[src/rtl/nvcfg_pkg.sv]
package nvcfg_pkg;

  localparam logic [7:0] OP_ARM     = 8'h06;
  localparam logic [7:0] OP_STATUS  = 8'h05;
  localparam logic [7:0] OP_BOOT_WR = 8'h15;
  localparam logic [7:0] OP_BOOT_RD = 8'h14;
  localparam logic [7:0] OP_PAT_WR  = 8'h43;
  localparam logic [7:0] OP_PAT_RD  = 8'h41;

  typedef enum logic [2:0] {
    CMD_NONE,
    CMD_ARM,
    CMD_STATUS,
    CMD_BOOT_WR,
    CMD_BOOT_RD,
    CMD_PAT_WR,
    CMD_PAT_RD
  } cmd_e;

  // While busy only the status poll survives decoding.
  function automatic cmd_e op_decode(input logic [7:0] op, input logic busy);
    cmd_e c;
    case (op)
      OP_ARM:     c = CMD_ARM;
      OP_STATUS:  c = CMD_STATUS;
      OP_BOOT_WR: c = CMD_BOOT_WR;
      OP_BOOT_RD: c = CMD_BOOT_RD;
      OP_PAT_WR:  c = CMD_PAT_WR;
      OP_PAT_RD:  c = CMD_PAT_RD;
      default:    c = CMD_NONE;
    endcase
    if (busy && c != CMD_STATUS) c = CMD_NONE;
    return c;
  endfunction

endpackage

[src/rtl/nvcfg_sync.sv]
module nvcfg_sync #(
  parameter int          N       = 3,
  parameter logic [N-1:0] RST_VAL = '0
) (
  input  logic         clk,
  input  logic         rst_n,
  input  logic [N-1:0] din,
  output logic [N-1:0] dout
);

  for (genvar g = 0; g < N; g++) begin : g_bit
    logic meta_q, stab_q;
    always_ff @(posedge clk or negedge rst_n) begin
      if (!rst_n) begin
        meta_q <= RST_VAL[g];
        stab_q <= RST_VAL[g];
      end else begin
        meta_q <= din[g];
        stab_q <= meta_q;
      end
    end
    assign dout[g] = stab_q;
  end

endmodule

[src/rtl/nvcfg_shifter.sv]
module nvcfg_shifter (
  input  logic       clk,
  input  logic       rst_n,
  input  logic       sck_s,
  input  logic       csn_s,
  input  logic       mosi_s,
  input  logic [7:0] tx_byte,
  output logic       miso,
  output logic       byte_stb,
  output logic [7:0] rx_byte,
  output logic       cs_rise,
  output logic       partial
);

  logic       sck_d, csn_d;
  logic [2:0] bit_cnt;
  logic [6:0] rx_sr;
  logic [7:0] tx_sr;
  logic       load_pend;
  logic       sck_rise, sck_fall;

  assign sck_rise = sck_s & ~sck_d & ~csn_s;
  assign sck_fall = ~sck_s & sck_d & ~csn_s;
  assign cs_rise  = csn_s & ~csn_d;
  assign partial  = (bit_cnt != 3'd0);

  always_ff @(posedge clk or negedge rst_n) begin
    if (!rst_n) begin
      sck_d <= 1'b0;
      csn_d <= 1'b1;
    end else begin
      sck_d <= sck_s;
      csn_d <= csn_s;
    end
  end

  // Receive side: rising SCK samples MOSI.
  always_ff @(posedge clk or negedge rst_n) begin
    if (!rst_n) begin
      bit_cnt  <= 3'd0;
      rx_sr    <= 7'd0;
      byte_stb <= 1'b0;
      rx_byte  <= 8'd0;
    end else begin
      byte_stb <= 1'b0;
      if (csn_s) begin
        bit_cnt <= 3'd0;
      end else if (sck_rise) begin
        bit_cnt <= bit_cnt + 3'd1;
        rx_sr   <= {rx_sr[5:0], mosi_s};
        if (bit_cnt == 3'd7) begin
          byte_stb <= 1'b1;
          rx_byte  <= {rx_sr, mosi_s};
        end
      end
    end
  end

  // Transmit side: falling SCK moves the next bit onto MISO.
  always_ff @(posedge clk or negedge rst_n) begin
    if (!rst_n) begin
      tx_sr     <= 8'd0;
      load_pend <= 1'b0;
      miso      <= 1'b0;
    end else if (csn_s) begin
      tx_sr     <= 8'd0;
      load_pend <= 1'b0;
      miso      <= 1'b0;
    end else begin
      if (byte_stb) load_pend <= 1'b1;
      if (sck_fall) begin
        if (load_pend) begin
          miso      <= tx_byte[7];
          tx_sr     <= {tx_byte[6:0], 1'b0};
          load_pend <= 1'b0;
        end else begin
          miso  <= tx_sr[7];
          tx_sr <= {tx_sr[6:0], 1'b0};
        end
      end
    end
  end

endmodule

[src/rtl/nvcfg_timer.sv]
module nvcfg_timer #(
  parameter int BUSY_CYCLES = 1000
) (
  input  logic clk,
  input  logic rst_n,
  input  logic start,
  output logic busy,
  output logic done
);

  localparam int CNT_W = $clog2(BUSY_CYCLES + 1);
  localparam logic [CNT_W-1:0] LOAD = CNT_W'(BUSY_CYCLES - 1);

  logic [CNT_W-1:0] cnt;

  assign done = busy && (cnt == '0);

  always_ff @(posedge clk or negedge rst_n) begin
    if (!rst_n) begin
      busy <= 1'b0;
      cnt  <= '0;
    end else if (start && !busy) begin
      busy <= 1'b1;
      cnt  <= LOAD;
    end else if (busy) begin
      if (cnt == '0) busy <= 1'b0;
      else           cnt  <= cnt - 1'b1;
    end
  end

endmodule

[src/rtl/nvcfg_cmd.sv]
module nvcfg_cmd
  import nvcfg_pkg::*;
#(
  parameter int CFG_BYTES = 4
) (
  input  logic                   clk,
  input  logic                   rst_n,
  input  logic                   byte_stb,
  input  logic [7:0]             rx_byte,
  input  logic                   cs_rise,
  input  logic                   partial,
  input  logic                   busy,
  input  logic                   done,
  input  logic                   fail_erase,
  input  logic                   fail_prog,
  output logic [7:0]             tx_byte,
  output logic                   start,
  output logic                   wel,
  output logic                   eerr,
  output logic                   perr,
  output logic [CFG_BYTES*8-1:0] cfg_q,
  output logic [7:0]             pat_q
);

  localparam int CFG_W = CFG_BYTES * 8;
  localparam int NB_W  = $clog2(CFG_BYTES + 3);
  localparam int IDX_W = (CFG_BYTES > 1) ? $clog2(CFG_BYTES) : 1;
  localparam logic [NB_W-1:0]  NB_MAX  = '1;
  localparam logic [NB_W-1:0]  NB_OP   = NB_W'(1);
  localparam logic [NB_W-1:0]  NB_PAT  = NB_W'(2);
  localparam logic [NB_W-1:0]  NB_BOOT = NB_W'(CFG_BYTES + 1);
  localparam logic [IDX_W-1:0] IDX_END = IDX_W'(CFG_BYTES - 1);

  cmd_e             cmd_q, cmd_now;
  logic [NB_W-1:0]  nb_q;
  logic [IDX_W-1:0] rd_idx, rd_sel;
  logic [CFG_W-1:0] stg_cfg;
  logic [7:0]       stg_pat;
  logic             pend_boot;
  logic             op_byte, frame_ok;
  logic [7:0]       status;

  assign op_byte  = byte_stb && (nb_q == '0);
  assign cmd_now  = op_byte ? op_decode(rx_byte, busy) : cmd_q;
  assign rd_sel   = op_byte ? '0 : rd_idx;
  assign frame_ok = cs_rise && !partial && !busy;
  assign status   = {1'b0, perr, eerr, 3'b000, wel, busy};

  assign start = frame_ok && wel &&
                 ((cmd_q == CMD_BOOT_WR && nb_q == NB_BOOT) ||
                  (cmd_q == CMD_PAT_WR  && nb_q == NB_PAT));

  // Frame bookkeeping: byte count, latched command, read index.
  always_ff @(posedge clk or negedge rst_n) begin
    if (!rst_n) begin
      nb_q    <= '0;
      cmd_q   <= CMD_NONE;
      rd_idx  <= '0;
      tx_byte <= 8'd0;
    end else if (cs_rise) begin
      nb_q   <= '0;
      cmd_q  <= CMD_NONE;
      rd_idx <= '0;
    end else if (byte_stb) begin
      if (nb_q != NB_MAX) nb_q <= nb_q + 1'b1;
      if (op_byte) cmd_q <= cmd_now;
      rd_idx <= (rd_sel == IDX_END) ? '0 : rd_sel + 1'b1;
      case (cmd_now)
        CMD_STATUS:  tx_byte <= status;
        CMD_BOOT_RD: tx_byte <= cfg_q[rd_sel*8 +: 8];
        CMD_PAT_RD:  tx_byte <= pat_q;
        default:     tx_byte <= 8'd0;
      endcase
    end
  end

  // Staging bytes for the wide register, least significant first.
  for (genvar g = 0; g < CFG_BYTES; g++) begin : g_stage
    always_ff @(posedge clk or negedge rst_n) begin
      if (!rst_n) stg_cfg[g*8 +: 8] <= 8'd0;
      else if (byte_stb && cmd_q == CMD_BOOT_WR && nb_q == NB_W'(g + 1))
        stg_cfg[g*8 +: 8] <= rx_byte;
    end
  end

  always_ff @(posedge clk or negedge rst_n) begin
    if (!rst_n) stg_pat <= 8'd0;
    else if (byte_stb && cmd_q == CMD_PAT_WR && nb_q == NB_OP) stg_pat <= rx_byte;
  end

  // Latch, error flags and committed registers.
  always_ff @(posedge clk or negedge rst_n) begin
    if (!rst_n) begin
      wel       <= 1'b0;
      eerr      <= 1'b0;
      perr      <= 1'b0;
      pend_boot <= 1'b0;
      cfg_q     <= '0;
      pat_q     <= 8'd0;
    end else begin
      if (done) wel <= 1'b0;
      else if (frame_ok && cmd_q == CMD_ARM && nb_q == NB_OP) wel <= 1'b1;

      if (start) begin
        eerr      <= 1'b0;
        perr      <= 1'b0;
        pend_boot <= (cmd_q == CMD_BOOT_WR);
      end else if (done) begin
        perr <= fail_prog;
        if (pend_boot) begin
          eerr <= fail_erase;
          if (!fail_erase && !fail_prog) cfg_q <= stg_cfg;
        end else if (!fail_prog) begin
          pat_q <= stg_pat;
        end
      end
    end
  end

endmodule

[src/rtl/nvcfg_spi_target.sv]
module nvcfg_spi_target #(
  parameter int CFG_BYTES   = 4,
  parameter int BUSY_CYCLES = 1000
) (
  input  logic clk,
  input  logic rst_n,
  input  logic spi_sck,
  input  logic spi_cs_n,
  input  logic spi_mosi,
  output logic spi_miso,
  input  logic fail_erase_i,
  input  logic fail_prog_i
);

  localparam int CFG_W = CFG_BYTES * 8;

  logic [2:0]       sync_out;
  logic             sck_s, csn_s, mosi_s;
  logic             byte_stb, cs_rise, partial;
  logic [7:0]       rx_byte, tx_byte;
  logic             start, busy, done;
  logic             wel, eerr, perr;
  logic [CFG_W-1:0] cfg_q;
  logic [7:0]       pat_q;

  nvcfg_sync #(.N(3), .RST_VAL(3'b010)) u_sync (
    .clk  (clk),
    .rst_n(rst_n),
    .din  ({spi_mosi, spi_cs_n, spi_sck}),
    .dout (sync_out)
  );

  assign sck_s  = sync_out[0];
  assign csn_s  = sync_out[1];
  assign mosi_s = sync_out[2];

  nvcfg_shifter u_shift (
    .clk     (clk),
    .rst_n   (rst_n),
    .sck_s   (sck_s),
    .csn_s   (csn_s),
    .mosi_s  (mosi_s),
    .tx_byte (tx_byte),
    .miso    (spi_miso),
    .byte_stb(byte_stb),
    .rx_byte (rx_byte),
    .cs_rise (cs_rise),
    .partial (partial)
  );

  nvcfg_cmd #(.CFG_BYTES(CFG_BYTES)) u_cmd (
    .clk       (clk),
    .rst_n     (rst_n),
    .byte_stb  (byte_stb),
    .rx_byte   (rx_byte),
    .cs_rise   (cs_rise),
    .partial   (partial),
    .busy      (busy),
    .done      (done),
    .fail_erase(fail_erase_i),
    .fail_prog (fail_prog_i),
    .tx_byte   (tx_byte),
    .start     (start),
    .wel       (wel),
    .eerr      (eerr),
    .perr      (perr),
    .cfg_q     (cfg_q),
    .pat_q     (pat_q)
  );

  nvcfg_timer #(.BUSY_CYCLES(BUSY_CYCLES)) u_timer (
    .clk  (clk),
    .rst_n(rst_n),
    .start(start),
    .busy (busy),
    .done (done)
  );

endmodule

[config.mk]
export PLATFORM = sky130hd
export DESIGN_NAME = nvcfg_spi_target
export DESIGN_NICKNAME = d
export VERILOG_FILES = /design/src/rtl/nvcfg_pkg.sv /design/src/rtl/nvcfg_sync.sv /design/src/rtl/nvcfg_shifter.sv /design/src/rtl/nvcfg_timer.sv /design/src/rtl/nvcfg_cmd.sv /design/src/rtl/nvcfg_spi_target.sv
export SDC_FILE = /design/constraint.sdc
export NUM_CORES = 1
export LEC_CHECK = 0
export BUFFER_PORTS_ARGS = -buffer_cell sky130_fd_sc_hd__buf_2
export CAP_MARGIN = 10
export CORE_ASPECT_RATIO = 1.2
export CORE_MARGIN = 8
export CORE_UTILIZATION = 65
export CTS_BUF_LIST = sky130_fd_sc_hd__clkbuf_8 sky130_fd_sc_hd__clkbuf_16
export CTS_CLUSTER_SIZE = 14
export DETAILED_ROUTE_END_ITERATION = 8
export HOLD_SLACK_MARGIN = 0.06
export PLACE_DENSITY = 0.9
export SYNTH_ARGS = -nofsm -noshare
export SYNTH_HDL_FRONTEND = slang
export SYNTH_SLANG_ARGS = --single-unit
[constraint.sdc]
create_clock -name clk -period 4.9 [get_ports clk]
set_input_delay 0.49 -clock clk [delete_from_list [all_inputs] [get_ports clk]]
set_output_delay 0.49 -clock clk [all_outputs]
set_load 0.02 [all_outputs]
* Word level (Yosys, flattened, before mapping) *
Index checks and enable logic that the tools add are counted.

operators by class
  add/sub/neg operators = 4
  equal/unequal tests = 22
  shift operators = 1
  multiplexer cells = 42
  bitwise gates (word level) = 13
  reductions and logical operators = 46

operators with widths
  kind                     number
  $shiftx A32 B6 Y8        1
  $mux W10                 3
  $mux W3                  10
  $mux W8                  3
  $pmux W8 S3              1
  $logic_and A1 B1 Y1      20
  $mux W1                  20
  $eq A3 B3 Y1 const B     6
  $pmux W3 S6              1
  $reduce_bool A2 Y1       9
  $eq A8 B3 Y1 const B     2
  $eq A8 B5 Y1 const B     2
  $eq A8 B7 Y1 const B     2
  $eq A3 B2 Y1 const B     4
  $reduce_and A2 Y1        6
  $logic_not A10 Y1        1
  $sub A10 B1 Y10 const B  1
  $mux W2                  4
  $not A1 Y1               8
  $reduce_and A4 Y1        2
  $add A3 B1 Y3 const B    2
  $eq A3 B1 Y1 const B     2
  $and A1 B1 Y1            5
  $logic_not A1 Y1         4
  other kinds (9)          9

word-level totals
  register bits after elaboration = 148
  bits of input ports = 7
  output and inout port bits = 1

* Longest topological paths before layout *
  depth in word-level cells = 9
  mapped depth = 9
  gate-level depth less buffers = 7

* By module *
A second synthesis with hierarchy kept.

unflattened totals
  cell total of the unflattened synthesis = 541
  area, all modules = 6,729.0 um^2

modules (own cells, without submodules)
  module         instances  cells an instance  area each (um^2)
  nvcfg_cmd      1          370                4,619.4
  nvcfg_shifter  1          94                 1,277.5
  nvcfg_timer    1          68                 656.9
  nvcfg_sync     1          9                  175.2

* Least setup slack after synthesis *
No wires, ideal clock.

  kind = register to register
  start = register u_timer.cnt[5]
  end = register u_cmd.cfg_q[10]
  library setup time = 0.125 ns
  arrival time = 2.507 ns
  data required time = 4.775 ns
  setup slack = 2.267 ns
  stages on the path, launching flop included = 9
  buffers on the path = 3
  clock period less this slack = 2.633 ns
  cell sequence = dfrtp_1 or4_1 buf_2 nor4_4 nand2_2 or4b_4 buf_6 buf_12 mux2_4

on the way
  longest elaborated chain between the ends = 3

ends and longest elaborated chain
  element                      line               text
  from (decl)                  nvcfg_timer.sv:14  logic [CNT_W-1:0] cnt;
  from (signal assigned)       nvcfg_timer.sv:27  else cnt <= cnt - 1'b1;
  $logic_not A10 Y1            nvcfg_timer.sv:16  assign done = busy && (cnt == '0);
  $logic_and A1 B1 Y1          nvcfg_timer.sv:16
  $reduce_and A4 Y1 (no line)  --
  to (signal assigned)         nvcfg_cmd.sv:112   if (!fail_erase && !fail_prog) cfg_q <= stg_cfg;
  to (decl)                    nvcfg_cmd.sv:21    output logic [CFG_BYTES*8-1:0] cfg_q,

No other way between the ends.
A chain may end at the register's enable or synchronous reset.

* Worst setup path in the final report *
  start = register u_timer.cnt[5]
  end = register u_cmd.cfg_q[24]

The elaborated chain is that of the path after synthesis.

==> metrics.txt <==
Die Y 127 µm; routed length on met2 7.50 mm; Worst-Skew Late Latency 0.42 ns; vias in the first global route 4501; row cnt 40; root buffer cell clkbuf_16; Main synth FF type dfrtp_1; Post-Synthesis Net Count 539; Final setup viols 0; largest net degree at the start of global routing 107; Avg Cell Area, Syn 12.8 µm²; Layout Nets 537; dpl hpwl 8.65 mm; drt pass-1 iters 6; RSZ-0062 raised after global routing no; initial antenna violation count 0; r2r worst-path depth 5; hold bufs inserted after CTS 0; via count 4265; Port Buffers 7; first-iteration detailed-routing DRC count 346; WL final 14.6 mm; Via density 6.48; Die Area 13800 µm²; CTS HTree Levels 4; cell-internal power 2060 µW; share of flip-flops with an asynchronous set or reset 1.00; GRT Total Usage 0.229; Post-CTS Resized 0; Logic pwr share 0.027; Slew HR 0.313; P_leak 0.00356 µW; drt drc 0; Setup Buffers After CTS 0; count of maximum capacitance violations 0; GR Overflow Total 0; Worst Hold Slack 0.167 ns; worst clock skew 0.0104 ns; period utilisation layout 0.599; Synth Instances 522; Core Box Area 10000 µm²; setup TNS 0 ns; Reg power frac 0.487; Final min period 2.93 ns; pre-CTS WS 1.99 ns; Worst-Margin Slew 1.03 ns; antenna cell count 0; clock tree buffer depth 2; layout cells sized above 1 0.263; sequential share of the synthesized area 0.553; Clock Sinks 147; count of cell types in the netlist 49; synth warn 0; Initial Utilization 0.666; WL/cell 22.3 µm; multi-input logic area 2760 µm²; P per Cell Area 358 nW/µm²; I/O pin total 8; VDD IR max 0.000268 V; Final Non-Filler Cells 658; Max Slew Vio Count 0; TritonCTS buffer count 17; Worst setup startpoint u_timer.cnt[5]$_DFFE_PN0P_; Detail Route Antenna Nets 0; reg2reg start u_timer.cnt[5]$_DFFE_PN0P_; post-synthesis cell area 6660 µm²; Yosys reg bits 147; Hold Fails Final Rpt 0; Post-synth EDFFs 0; met1 WL 5.66 mm; Fill cells 616; routability cong. 0.835; setup ws final 1.97 ns; DR WL met3 842 µm; R2R setup slack 1.97 ns; reg-to-reg endpoint u_cmd.cfg_q[24]$_DFFE_PN0P_; leading cell type in the layout, fill and taps excluded dfrtp_1; Setup crit end u_cmd.cfg_q[24]$_DFFE_PN0P_; DP Cell Count 627; Critical Path End Type flop; kind of critical path flop to flop; worst min path class primary input to asynchronous set/reset pin; Clock Pin Slew Worst Setup and Hold Paths 0.06 ns; DR top layer met4; most frequent cells in the layout dfrtp_1, mux2_2, nand2_1, mux2_4, nor2_1; Clk pwr share 0.487; Area Overhead vs Synth 9.28%; first-pass GRT wire length 23.8 mm; element type at the critical path start flop; Required @ worst endpoint 5.20 ns; CTS tree built; die span in x 108 µm; critical-path maximum fanout 32; f_max 0.341 GHz; sequential cell area 3680 µm²; CP arrival 3.23 ns; outcome completed; sw frac 0.210; sw power 546 µW
## per-stage QoR
stage               area (µm²)  power, µW   util
CTS                       7280       2620  0.728
global route              7280       2680  0.728
global placement          6710       1350  0.670
detailed placement        6710       1360  0.670
finish                    7280       2610  0.728
floorplan                 6660       1320      -
## worst max-delay path, stage by stage, from the launching register on
cell and delay, ns:
dfrtp_1 0.40, or4_1 0.66, nor4_4 0.40, nand2_2 0.12, or4b_4 0.80, mux2_4 0.40
## how the worst min path moves through the flow
stage                                             endpoint  slack (ns)  cells after the start
final                       u_shift.bit_cnt[2]$_DFFE_PN0P_        0.17                      1
after CTS                 u_sync.g_bit[1].meta_q$_DFF_PN1_        0.16                      1
after floorplan                 u_cmd.cfg_q[0]$_DFFE_PN0P_        0.19                      0
after detailed placement  u_sync.g_bit[2].stab_q$_DFF_PN0_        0.34                      0
after global placement    u_sync.g_bit[2].stab_q$_DFF_PN0_        0.33                      0
after global routing      u_sync.g_bit[1].meta_q$_DFF_PN1_        0.15                      1
## Yosys cell counts (2+ instances only)
master       n  area share
xnor2_1      8       0.011
mux2i_1     18       0.027
a211o_1      2      0.0026
buf_1        2      0.0011
dfstp_2      3       0.012
nor2b_1     13       0.012
nand3_1      7      0.0053
mux2_2      63        0.11
and2_1       4      0.0038
buf_12       3      0.0090
inv_1       13      0.0073
nor4_1       2      0.0019
nor3_1       4      0.0030
a21oi_1      9      0.0068
nor4bb_1     4      0.0060
nor2_1      29       0.016
o211ai_1    13       0.015
o2111ai_1    8       0.011
ha_1        10       0.019
clkbuf_1    23       0.013
nor3b_1      3      0.0034
o21ai_0     12      0.0090
nand2_1     31       0.017
mux2_4      30       0.068
a211oi_1    11       0.012
and3_1       4      0.0038
a31oi_1      9      0.0084
nand4_1      2      0.0019
nor4b_1      4      0.0053
nand2b_1    13       0.012
dfrtp_1    144        0.54
nand4b_1     4      0.0053
## state kept, by name (all words and copies together) (netlist names), 2 cells and up
signal               count
u_cmd.nb_q               3
u_shift.rx_sr            7
u_cmd.stg_cfg           32
u_sync.g_bit.meta_q      3
u_cmd.cfg_q             32
u_cmd.cmd_q              3
u_shift.bit_cnt          3
u_shift.rx_byte          8
u_timer.cnt             10
u_shift.tx_sr            7
u_cmd.tx_byte            8
u_cmd.pat_q              8
u_sync.g_bit.stab_q      3
u_cmd.rd_idx             2
u_cmd.stg_pat            8
## per-layer routing
layer  up-vias  global-route usage
li1       1861                   -
met1      2151               0.269
met2       201               0.363
met3        52              0.0633
met4         0               0.139
met5         -                   0
## kinds of logic (layout without fill, tap and decap cells)
family / Yosys count / after routing / share of synthesized area
AOI/OAI and AO/OA: 68 / 68 / 0.0708
DFF: 147 / 147 / 0.553
adders and majority gates: 10 / 10 / 0.0188
buffers and inverters: 43 / 53 / 0.0329
xor gates and xnor gates: 8 / 8 / 0.0105
muxes: 111 / 111 / 0.201
and+or+nand+nor: 135 / 135 / 0.113
## cell type report
class                      count  share of cell area
sequential                   147               0.506
multi-input combinational    332               0.379
clock buffer                  17              0.0584
tap                          126              0.0216
clock inverter                14              0.0204
inverter                      13             0.00670
timing repair buffer           9             0.00773
## power by group through the flow
| stage | clock, µW | sequential [µW] | combinational (µW) |
|---|---|---|---|
| 2_1_floorplan | 0 | 1280 | 37.5 |
| 3_3_place_gp | 0 | 1290 | 66.5 |
| 3_5_place_dp | 0 | 1290 | 71.1 |
| 4_1_cts | 1280 | 1270 | 71.6 |
| 5_1_grt | 1330 | 1270 | 79.0 |
| 6_report | 1270 | 1270 | 69.2 |
No activity file was read; power rests on OpenSTA's default activity.
